==> config.mk <==
export PLATFORM = sky130hd
export DESIGN_NAME = poh_serial_inserter
export DESIGN_NICKNAME = d
export VERILOG_FILES = /design/src/rtl/poh_ins_pkg.sv /design/src/rtl/poh_ins_seq.sv /design/src/rtl/poh_ins_hold.sv /design/src/rtl/poh_ins_launch.sv /design/src/rtl/poh_serial_inserter.sv
export SDC_FILE = /design/constraint.sdc
export NUM_CORES = 1
export LEC_CHECK = 0
export BUFFER_PORTS_ARGS = -buffer_cell sky130_fd_sc_hd__buf_2
export CORE_MARGIN = 5
export CORE_UTILIZATION = 50
export CTS_BUF_LIST = sky130_fd_sc_hd__clkbuf_4
export CTS_CLUSTER_DIAMETER = 30
export CTS_CLUSTER_SIZE = 30
export DETAILED_ROUTE_END_ITERATION = 6
export PLACE_DENSITY = 0.72
export SYNTH_ARGS = -nofsm -noshare
export SYNTH_HDL_FRONTEND = slang
export SYNTH_HIERARCHICAL = 1
export SYNTH_SLANG_ARGS = --single-unit
==> constraint.sdc <==
create_clock -name clk_i -period 2 [get_ports clk_i]
set_input_delay 0.5 -clock clk_i [delete_from_list [all_inputs] [get_ports clk_i]]
set_output_delay 0.5 -clock clk_i [all_outputs]
set_load 0.005 [all_outputs]
==> src/rtl/poh_ins_pkg.sv <==
package poh_ins_pkg;

  typedef enum logic [1:0] {
    ST_SAMPLE = 2'd0,
    ST_WAIT   = 2'd1,
    ST_SHIFT  = 2'd2
  } ins_state_e;

endpackage

==> src/rtl/poh_ins_seq.sv <==
module poh_ins_seq
  import poh_ins_pkg::*;
#(
  parameter int BYTE_W      = 8,
  parameter int WAIT_CYCLES = 32,
  localparam int CNT_W = (WAIT_CYCLES > 1) ? $clog2(WAIT_CYCLES) : 1,
  localparam int IDX_W = (BYTE_W > 1) ? $clog2(BYTE_W) : 1
) (
  input  logic             clk_i,
  input  logic             rst_i,
  input  logic             frame_i,
  input  logic             enable_i,
  input  logic             arm_i,
  output logic             load_o,
  output logic             shift_o,
  output logic [IDX_W-1:0] idx_o
);

  localparam logic [CNT_W-1:0] CNT_LAST = CNT_W'(WAIT_CYCLES - 1);
  localparam logic [IDX_W-1:0] IDX_LAST = IDX_W'(BYTE_W - 1);

  ins_state_e       st_q;
  logic [CNT_W-1:0] cnt_q;
  logic [IDX_W-1:0] idx_q;
  logic             start;

  assign start = (st_q == ST_SAMPLE) && frame_i && enable_i && arm_i;

  always_ff @(posedge clk_i) begin
    if (rst_i) begin
      st_q  <= ST_SAMPLE;
      cnt_q <= '0;
      idx_q <= '0;
    end else begin
      case (st_q)
        ST_SAMPLE: begin
          if (start) begin
            st_q  <= ST_WAIT;
            cnt_q <= '0;
          end
        end
        ST_WAIT: begin
          if (cnt_q == CNT_LAST) begin
            st_q  <= ST_SHIFT;
            idx_q <= '0;
          end else begin
            cnt_q <= cnt_q + 1'b1;
          end
        end
        ST_SHIFT: begin
          if (idx_q == IDX_LAST) begin
            st_q  <= ST_SAMPLE;
            idx_q <= '0;
          end else begin
            idx_q <= idx_q + 1'b1;
          end
        end
        default: st_q <= ST_SAMPLE;
      endcase
    end
  end

  assign load_o  = start;
  assign shift_o = (st_q == ST_SHIFT);
  assign idx_o   = idx_q;

endmodule

==> src/rtl/poh_ins_hold.sv <==
module poh_ins_hold #(
  parameter int BYTE_W = 8,
  localparam int IDX_W = (BYTE_W > 1) ? $clog2(BYTE_W) : 1
) (
  input  logic              clk_i,
  input  logic              rst_i,
  input  logic              load_i,
  input  logic [BYTE_W-1:0] byte_i,
  input  logic [IDX_W-1:0]  idx_i,
  output logic              bit_o
);

  logic [BYTE_W-1:0] hold_q;

  always_ff @(posedge clk_i) begin
    if (rst_i) begin
      hold_q <= '0;
    end else if (load_i) begin
      hold_q <= byte_i;
    end
  end

  // bit period k carries byte bit BYTE_W-1-k
  always_comb begin
    bit_o = 1'b0;
    for (int k = 0; k < BYTE_W; k++) begin
      if (idx_i == IDX_W'(k)) begin
        bit_o = hold_q[BYTE_W-1-k];
      end
    end
  end

endmodule

==> src/rtl/poh_ins_launch.sv <==
module poh_ins_launch (
  input  logic clk_i,
  input  logic rst_i,
  input  logic shift_i,
  input  logic bit_i,
  output logic ser_o,
  output logic ins_o
);

  always_ff @(negedge clk_i) begin
    if (rst_i) begin
      ser_o <= 1'b0;
      ins_o <= 1'b0;
    end else begin
      ser_o <= shift_i & bit_i;
      ins_o <= shift_i;
    end
  end

endmodule

==> src/rtl/poh_serial_inserter.sv <==
module poh_serial_inserter #(
  parameter int BYTE_W      = 8,
  parameter int WAIT_CYCLES = 32
) (
  input  logic              clk_i,
  input  logic              rst_i,
  input  logic              frame_i,
  input  logic              enable_i,
  input  logic              arm_i,
  input  logic [BYTE_W-1:0] byte_i,
  output logic              ser_o,
  output logic              ins_o
);

  localparam int IDX_W = (BYTE_W > 1) ? $clog2(BYTE_W) : 1;

  logic             load;
  logic             shift;
  logic [IDX_W-1:0] idx;
  logic             cur_bit;

  poh_ins_seq #(
    .BYTE_W      (BYTE_W),
    .WAIT_CYCLES (WAIT_CYCLES)
  ) u_seq (
    .clk_i    (clk_i),
    .rst_i    (rst_i),
    .frame_i  (frame_i),
    .enable_i (enable_i),
    .arm_i    (arm_i),
    .load_o   (load),
    .shift_o  (shift),
    .idx_o    (idx)
  );

  poh_ins_hold #(
    .BYTE_W (BYTE_W)
  ) u_hold (
    .clk_i  (clk_i),
    .rst_i  (rst_i),
    .load_i (load),
    .byte_i (byte_i),
    .idx_i  (idx),
    .bit_o  (cur_bit)
  );

  poh_ins_launch u_launch (
    .clk_i   (clk_i),
    .rst_i   (rst_i),
    .shift_i (shift),
    .bit_i   (cur_bit),
    .ser_o   (ser_o),
    .ins_o   (ins_o)
  );

endmodule

==> results of run 1 <==
[worst min-delay path by stage]
stage | from | slack, ns | end | cells after the start
after detailed placement | u_seq/cnt_q[3] | 0.48 | u_seq/cnt_q[3] | 1
after global routing | byte_i[3] | 0.44 | u_hold/hold_q[3] | 3
after floorplan | u_seq/cnt_q[3] | 0.44 | u_seq/cnt_q[3] | 1
after global placement | u_seq/cnt_q[3] | 0.48 | u_seq/cnt_q[3] | 1
final | byte_i[2] | 0.42 | u_hold/hold_q[2] | 3
after CTS | byte_i[6] | 0.41 | u_hold/hold_q[6] | 3
[sequential cells by signal, indices dropped and copies added, names as in the netlist]
signal / flops
u_launch/ser_o: 1
u_hold/hold_q: 8
u_seq/idx_o: 3
u_seq/cnt_q: 5
u_seq/st_q: 2
u_launch/ins_o: 1
[layer usage]
| layer | GRT usage (%) | routed length (µm) | vias up | share of wire (%) |
|---|---|---|---|---|
| met5 | 0 | 0 | - | 0 |
| met4 | 8.51 | 48 | 0 | 2.6 |
| met3 | 5.35 | 101 | 5 | 5.5 |
| met2 | 24.4 | 868 | 23 | 47 |
| met1 | 19.6 | 832 | 342 | 45 |
| li1 | - | - | 387 | - |
[cells in the final DEF (no fill, tap or decap), drive strengths merged]
cell type and n:
dfxtp 20, a311oi 2, or3 2, nand2b 2, or3b 1, a41oi 1
nor2 15, or2b 1, ha 4, nand2 3, nor3b 3, clkbuf 4
o211ai 2, o21ai 2, nand3 3, or2 1, inv 5, nand4 2
mux2 1, a2111oi 2, a21oi 3, nor2b 1, buf 23, and3 1
a31oi 1, and3b 1, o221ai 1, mux4 2, mux2i 8
[kinds of logic after synthesis]
logic type,after synthesis,synth area share [%]
and+or+nand+nor,36,20.5
DFF,20,43.4
AOI/OAI and AO/OA,14,10.7
muxes,11,15.6
buffers and inverters,9,4.34
adders and majority gates,4,5.43
[repair_timing]
item | CTS | global route
gates resized for setup | 0 | 4
gates cloned | 0 | 0
setup endpoints to repair | 3 | 4
endpoints found under the hold margin | 0 | 0
[power breakdown]
group          internal, µW  leakage [µW]  switching (µW)
clock network          96.6     0.0000291             133
logic                  30.1      0.000276            28.4
registers               405      0.000163            4.84
total                   531      0.000468             167
[stage by stage]
| step | setup TNS [ns] | hold WS (ns) | total power [µW] |
|---|---|---|---|
| 2_1_floorplan | -0.360 | 0.443 | 462 |
| 3_3_place_gp | -0.359 | 0.476 | 484 |
| 3_5_place_dp | -0.378 | 0.481 | 486 |
| 4_1_cts | -0.905 | 0.410 | 711 |
| 5_1_grt | -0.964 | 0.439 | 737 |
| 6_report | -0.853 | 0.424 | 698 |
[cell type report]
class,count,share of cell area [%]
multi-input cells,65,43.6
flip-flops and latches,20,36.8
repair buffers,23,12.4
well taps,25,2.82
clock buffers,4,2.71
inverters,3,1.01
clock inverters,2,0.676
[worst max-delay path: cells and delay by family, from the launching register on]
family / cells / cell delay [ns]
AND/OR/NAND/NOR: 1 / 0.15
flip-flops: 1 / 0.38
multiplexers: 2 / 0.76
==> impl_metrics.env, run 1 <==
export IMPL_endpoint="u_launch/ser_o"
export IMPL_yosys_top_cells_area="dfxtp_1, mux2i_1, nor2_1, mux4_1, ha_1"
export IMPL_route_vias_total=757
export IMPL_grt_max_degree=12
export IMPL_worst_pin_slew_ns=0.395
export IMPL_start_util_pct=52.8
export IMPL_tritoncts_num_buffers=3
export IMPL_grt_pass1_wl_um=3200
export IMPL_worstSkewPairLatency_ns=0.35
export IMPL_cap_violations=0
export IMPL_synth_seq_cells=20
export IMPL_clockBufferDepth=2
export IMPL_drtIter0Drc=28
export IMPL_crit_chain="mux4_2, mux2_4, and3b_1"
export IMPL_layout_drive_gt1_share_pct=30.8
export IMPL_portBuffers=14
export IMPL_synth_top_area_share_pct=43.4
export IMPL_ys_types=31
export IMPL_overflow=0
export IMPL_maxSlewViolCount=0
export IMPL_cp_startpoint="u_seq/idx_o[0]"
export IMPL_rows=15
export IMPL_dp_slack_ns=-0.378
export IMPL_ant_nets=0
export IMPL_cp_start_kind="register"
export IMPL_syn2layout_area_growth_pct=20.4
export IMPL_grt_pass1_vias=717
export IMPL_nFillCells=163
export IMPL_status="finished, violations left"
export IMPL_ios=15
export IMPL_hold_violations=0
export IMPL_rsz0062_at_grt="yes"
export IMPL_r2r_end="u_launch/ser_o"
export IMPL_ys_seq_area_share_pct=43.4
export IMPL_diodes=0
export IMPL_dieWidth_um=52.9
export IMPL_failed_checks="negative setup slack"
export IMPL_r2r_start="u_seq/idx_o[0]"
export IMPL_antenna_found_initial=0
export IMPL_cts_sinks=20
export IMPL_final_nets=135
export IMPL_critPathSlowestCell="mux4_2"
export IMPL_slowest_delay_ns=0.49
export IMPL_yosys_warnings=6
export IMPL_htree_levels=1
export IMPL_vias_per_cell=5.33
export IMPL_multi_input_area_um2=484
export IMPL_synth_top_area_cell="dfxtp_1"
export IMPL_r2r_slack_ns=-0.35
export IMPL_fp_dieH_um=52.9
export IMPL_finalNonFillerCells=142
export IMPL_powerDensity_nw_per_um2=629
export IMPL_hp_class="in -> reg"
export IMPL_stdcell_area_um2=1110
export IMPL_ir_drop_mv=0.366
export IMPL_path_clk_slew_ns=0.12
export IMPL_worst_path_max_fanout=3
export IMPL_gp_congestion=0.837
export IMPL_syn_inst=94
export IMPL_slew_headroom_pct=73.6
export IMPL_avgSynthCellArea_um2=9.81
export IMPL_synth_nets=111
export IMPL_postCtsSetupBuffers=0
export IMPL_place_hpwl_um=1400
export IMPL_power_leakage_uw=0.000468
export IMPL_cts_tree="yes"
export IMPL_syn_area_um2=922
export IMPL_finClkSkew_ns=0.0542
export IMPL_setup_violations=3
export IMPL_root_buffer="clkbuf_4"
export IMPL_fin_ws_ns=-0.350
export IMPL_synth_flop_cell="dfxtp_1"
export IMPL_critical_path_required_ns=1.25
export IMPL_yosysMostFrequentCell="dfxtp_1"
export IMPL_seqCellArea_um2=408
export IMPL_core_area_um2=1750
export IMPL_dieArea_um2=2800
export IMPL_drtPass1Iterations=4
export IMPL_fin_util_pct=63.6
export IMPL_grt_use_total_pct=16.0
export IMPL_place_inst=137
export IMPL_dpl_cell_area_um2=1070
export IMPL_ff2ff_path_depth=3
export IMPL_synth_async_reset_ratio_pct=0
export IMPL_cp_arrival_ns=1.59
export IMPL_route_detailed_drc=0
export IMPL_synth_edf_count=0
export IMPL_worst_setup_path_end_kind="register"
export IMPL_critical_path_class="reg -> reg"
export IMPL_holdBufCountCts=0
export IMPL_wl_um=1850
export IMPL_synth_common_cells="dfxtp_1, nor2_1, mux2i_1, ha_1, inv_1"
export IMPL_wl_per_cell_um=13.0
No activity file was read; power rests on OpenSTA's default activity.
==> inputs of run 2 (changes only) <==
--- a/config.mk
+++ b/config.mk
@@ -12,6 +12,7 @@
 export CTS_CLUSTER_DIAMETER = 30
 export CTS_CLUSTER_SIZE = 30
 export DETAILED_ROUTE_END_ITERATION = 6
+export GPL_TIMING_DRIVEN = 0
 export PLACE_DENSITY = 0.72
 export SYNTH_ARGS = -nofsm -noshare
 export SYNTH_HDL_FRONTEND = slang
==> run 2 against run 1 <==
  * The flow still finishes with violations (negative setup slack)
  * Routed wire length shrank 4.3%
  * Flip-flop and latch count unchanged
  * Final area is 3.6% lower
  * First-iteration DRC count down 89%
  * Count of clock-buffer cells in the layout unchanged
  * Combinational power down 5.6%
  * Hold slack improved by 0.0052 ns
  * Core utilization shrank 2.3 points
  * Critical endpoint unchanged
==> impl_metrics.env, run 2 (synthesis gave the netlist of run 1 again) <==
export IMPL_status="finished, violations left"
export IMPL_failed_checks="negative setup slack"
export IMPL_wl_per_cell_um=12.7
export IMPL_overflow=0
export IMPL_final_common_cell="dfxtp_1"
export IMPL_swShare_pct=23.4
export IMPL_total_power_uw=691
export IMPL_rows=15
export IMPL_wl_um=1770
export IMPL_final_nets=132
export IMPL_rsz0062_at_grt="yes"
export IMPL_worst_path_max_fanout=4
export IMPL_dieWidth_um=52.9
export IMPL_layout_drive_gt1_share_pct=25.4
export IMPL_slew_headroom_pct=68.4
export IMPL_grt_max_degree=12
export IMPL_cp_arrival_ns=1.62
export IMPL_net_switching_power_uw=162
export IMPL_vias_per_cell=5.27
export IMPL_route_vias_total=733
export IMPL_grt_use_total_pct=15.5
export IMPL_tritoncts_num_buffers=3
export IMPL_dp_slack_ns=-0.408
export IMPL_drtPass1Iterations=4
export IMPL_ios=15
export IMPL_clockBufferDepth=2
export IMPL_cts_sinks=20
export IMPL_drtIter0Drc=3
export IMPL_path_clk_slew_ns=0.10
export IMPL_cap_violations=0
export IMPL_largest_reg_flops=8
export IMPL_start_util_pct=52.8
export IMPL_power_leakage_uw=0.000452
export IMPL_gp_congestion=0.778
export IMPL_worstSkewPairLatency_ns=0.36
export IMPL_syn2layout_area_growth_pct=16.0
export IMPL_grt_pass1_vias=719
export IMPL_place_hpwl_um=1370
export IMPL_p_int_uw=529
export IMPL_diodes=0
export IMPL_setup_violations=3
export IMPL_powerDensity_nw_per_um2=646
export IMPL_worst_pin_slew_ns=0.473
export IMPL_top_register="u_hold/hold_q"
export IMPL_finClkSkew_ns=0.0589
export IMPL_dieArea_um2=2800
export IMPL_core_area_um2=1750
export IMPL_nFillCells=156
export IMPL_cts_tree="yes"
export IMPL_cp_start_kind="register"
export IMPL_hold_violations=0
export IMPL_antenna_found_initial=0
export IMPL_mostFrequentLayoutCells="dfxtp_1, buf_2, nor2_1"
export IMPL_pwr_share_seq_pct=59.4
export IMPL_portBuffers=14
export IMPL_fin_ws_ns=-0.375
export IMPL_fp_dieH_um=52.9
export IMPL_comb_power_share_pct=8.0
export IMPL_route_detailed_drc=0
export IMPL_critical_path_class="reg -> reg"
export IMPL_ant_nets=0
export IMPL_grt_pass1_wl_um=3040
export IMPL_root_buffer="clkbuf_4"
export IMPL_critical_path_required_ns=1.25
export IMPL_ir_drop_mv=0.418
export IMPL_power_frac_clock_pct=32.6
export IMPL_hp_class="in -> reg"
export IMPL_holdBufCountCts=0
export IMPL_worst_setup_path_end_kind="register"
export IMPL_htree_levels=1
export IMPL_maxSlewViolCount=0
==> run 2: cell count changes in the layout (fill, tap and decap cells not counted), sizes merged <==
cell	previous run	this run
clkbuf	4	5
buf	23	19
==> run 2: final timing paths <==
kind	slack [ns]	end	startpoint	cells after the start
worst min-delay path	0.43	u_hold/hold_q[2]	byte_i[2]	3
worst max register to register	-0.37	u_launch/ser_o	u_seq/idx_o[0]	3
worst max-delay path	-0.37	u_launch/ser_o	u_seq/idx_o[0]	3
worst min register to register	0.50	u_hold/hold_q[7]	u_hold/hold_q[7]	2
==> run 2: power groups by stage <==
stage	Clock, µW	Combinational (µW)	Sequential, µW
floorplan	9.40	35.4	417
global placement	9.40	53.0	418
detailed placement	9.40	55.2	419
CTS	237	55.3	410
global route	260	62.6	411
finish	225	55.2	410
==> run 2: timing repair <==
action / in CTS / in global routing
resized for setup: 0 / 1
buffers inserted: 1 / 0
pin swaps: 0 / 0
setup endpoints to repair: 3 / 5
==> run 2: routing by layer <==
layer,GRT usage [%],wire length (µm),up-vias
li1,-,-,382
met1,15.8,775,332
met2,27.7,867,15
met3,6.48,95,4
met4,6.38,32,0
met5,0,0,-
==> run 2: critical path, cell delays in order, from the launching register on <==
cell and delay (ns):
dfxtp_4 0.39, mux4_2 0.50, mux2_4 0.27, and3b_1 0.16
==> run 2: layout make-up <==
| type | count | area (µm²) | share of cell area [%] |
|---|---|---|---|
| multi-input cells | 65 | 483 | 45.1 |
| plain buffers | 5 | 25.0 | 2.34 |
| inverters | 3 | 11.3 | 1.05 |
| repair buffers | 15 | 77.6 | 7.25 |
| flip-flops and latches | 20 | 404 | 37.8 |
| clock inverters | 2 | 7.51 | 0.702 |
| well taps | 25 | 31.3 | 2.92 |
| clock buffers | 4 | 30.0 | 2.81 |
==> run 2: per-stage QoR <==
step           hold slack, ns  cells  TNS, ns  cell area (µm²)  util, %
2_1_floorplan           0.443     94   -0.360              922        -
3_3_place_gp            0.471    133   -0.414             1020     58.6
3_5_place_dp            0.487    133   -0.408             1020     58.6
4_1_cts                 0.420    139   -0.927             1060     61.0
5_1_grt                 0.429    139    -1.07             1070     61.3
6_report                0.429    139   -0.894             1070     61.3
==> inputs of run 3 (changes only) <==
--- a/config.mk
+++ b/config.mk
@@ -13,7 +13,9 @@
 export CTS_CLUSTER_SIZE = 30
 export DETAILED_ROUTE_END_ITERATION = 6
 export GPL_TIMING_DRIVEN = 0
+export MAX_ROUTING_LAYER = met4
 export PLACE_DENSITY = 0.72
+export REMOVE_ABC_BUFFERS = 1
 export SYNTH_ARGS = -nofsm -noshare
 export SYNTH_HDL_FRONTEND = slang
 export SYNTH_HIERARCHICAL = 1
==> run 3 against run 2 <==
  * The flow still finishes with violations (negative setup slack)
  * Core utilization down 1.1 points
  * Flip-flop and latch count unchanged
  * Critical path depth unchanged
  * Largest cell class unchanged
  * Largest power group unchanged
==> impl_metrics.env, run 3 (synthesis gave the netlist of run 1 again) <==
export IMPL_status="finished, violations left"
export IMPL_failed_checks="negative setup slack"
export IMPL_mostFrequentLayoutCells="dfxtp_1, buf_2, nor2_1"
export IMPL_portBuffers=14
export IMPL_net_switching_power_uw=172
export IMPL_rows=15
export IMPL_grt_max_degree=22
export IMPL_p_int_uw=510
export IMPL_final_nets=127
export IMPL_drtPass1Iterations=4
export IMPL_start_util_pct=52.8
export IMPL_fin_util_pct=60.2
export IMPL_top_register="u_hold/hold_q"
export IMPL_multi_input_area_um2=483
export IMPL_final_common_cell="dfxtp_1"
export IMPL_power_frac_clock_pct=32.4
export IMPL_worst_path_max_fanout=3
export IMPL_route_vias_total=731
export IMPL_finClkSkew_ns=0.0555
export IMPL_largest_reg_flops=8
export IMPL_wl_um=1740
export IMPL_critPathSlowestCell="mux4_2"
export IMPL_overflow=0
export IMPL_clockBufferDepth=2
export IMPL_setup_violations=3
export IMPL_power_leakage_uw=0.000423
export IMPL_path_delay_family="multiplexers"
export IMPL_root_buffer="clkbuf_4"
export IMPL_tritoncts_num_buffers=3
export IMPL_comb_power_share_pct=7.1
export IMPL_dieArea_um2=2800
export IMPL_maxSlewViolCount=0
export IMPL_swShare_pct=25.2
export IMPL_worst_pin_slew_ns=0.492
export IMPL_cts_tree="yes"
export IMPL_core_area_um2=1750
export IMPL_ant_nets=0
export IMPL_nFillCells=159
export IMPL_critical_path_required_ns=1.25
export IMPL_syn2layout_area_growth_pct=14.0
export IMPL_worst_setup_path_end_kind="register"
export IMPL_cts_sinks=20
export IMPL_path_clk_slew_ns=0.12
export IMPL_antenna_found_initial=0
export IMPL_place_hpwl_um=1230
export IMPL_wl_per_cell_um=13.0
export IMPL_gp_congestion=0.771
export IMPL_diodes=0
export IMPL_dp_slack_ns=-0.541
export IMPL_vias_per_cell=5.46
export IMPL_crit_chain="mux4_2, mux2_4, and3b_1"
export IMPL_ios=15
export IMPL_route_detailed_drc=0
export IMPL_tns_ns=-0.866
export IMPL_worstSkewPairLatency_ns=0.36
export IMPL_layout_drive_gt1_share_pct=27.5
export IMPL_seqCellArea_um2=410
export IMPL_grt_pass1_wl_um=3040
export IMPL_critical_path_buf_inv_count=0
export IMPL_whs_ns=0.424
export IMPL_pwr_share_seq_pct=60.5
export IMPL_cp_start_kind="register"
export IMPL_fp_dieH_um=52.9
export IMPL_slowest_delay_ns=0.48
export IMPL_rsz0062_at_grt="yes"
export IMPL_powerDensity_nw_per_um2=649
export IMPL_grt_use_total_pct=15.2
export IMPL_ir_drop_mv=0.463
export IMPL_slew_headroom_pct=67.2
export IMPL_hold_violations=0
export IMPL_drtIter0Drc=22
export IMPL_htree_levels=1
export IMPL_fin_ws_ns=-0.356
export IMPL_hp_class="in -> reg"
export IMPL_critical_path_class="reg -> reg"
export IMPL_cp_arrival_ns=1.60
export IMPL_dieWidth_um=52.9
export IMPL_cap_violations=0
export IMPL_grt_pass1_vias=670
==> run 3: path summary, 6_finish.rpt <==
| path | from | end | slack [ns] | cells past startpoint |
|---|---|---|---|---|
| min reg2reg | u_seq/cnt_q[3] | u_seq/cnt_q[3] | 0.50 | 1 |
| max reg2reg | u_seq/idx_o[0] | u_launch/ser_o | -0.36 | 3 |
| min | byte_i[4] | u_hold/hold_q[4] | 0.42 | 3 |
| max | u_seq/idx_o[0] | u_launch/ser_o | -0.36 | 3 |
==> run 3: per-stage QoR <==
stage               power (µW)  instance area, µm²  instances
floorplan                  455                 897         89
global placement           477                 998        128
detailed placement         479                 998        128
CTS                        691                1040        134
global route               722                1050        134
finish                     682                1050        134
==> run 3: power by group through the flow <==
stage               logic, µW  clock network (µW)  registers (µW)
finish                   48.2                 221             413
global route             53.9                 254             414
CTS                      48.0                 230             413
detailed placement       47.2                9.40             423
global placement         45.5                9.40             422
floorplan                26.0                9.40             420
==> run 3: cell type report <==
cell class              instances  area share, %
clock inverters                 3           1.43
repair buffers                 15           7.38
multi-input cells              65           46.0
well taps                      25           2.98
inverters                       3           1.07
clock buffers                   3           2.14
flip-flops and latches         20           39.0
==> run 3: tightest hold or removal path: cells and delay by family <==
kind | cells | cell delay, ns
mux | 1 | 0.05
buf+inv | 1 | 0.08
simple gates | 1 | 0.07
==> run 3: routing by layer <==
layer	global-route usage [%]	vias to the layer above	wire length, µm
met3	3.38	4	60
met5	-	-	0
met1	20.6	349	863
met4	6.38	0	16
li1	-	365	-
met2	21.9	13	801
==> run 3: what timing repair did <==
item	in CTS	in global routing
setup buffers	1	0
resized for setup	5	6
pin swaps	1	0
endpoints found under the setup margin	3	11
hold buffers	0	0
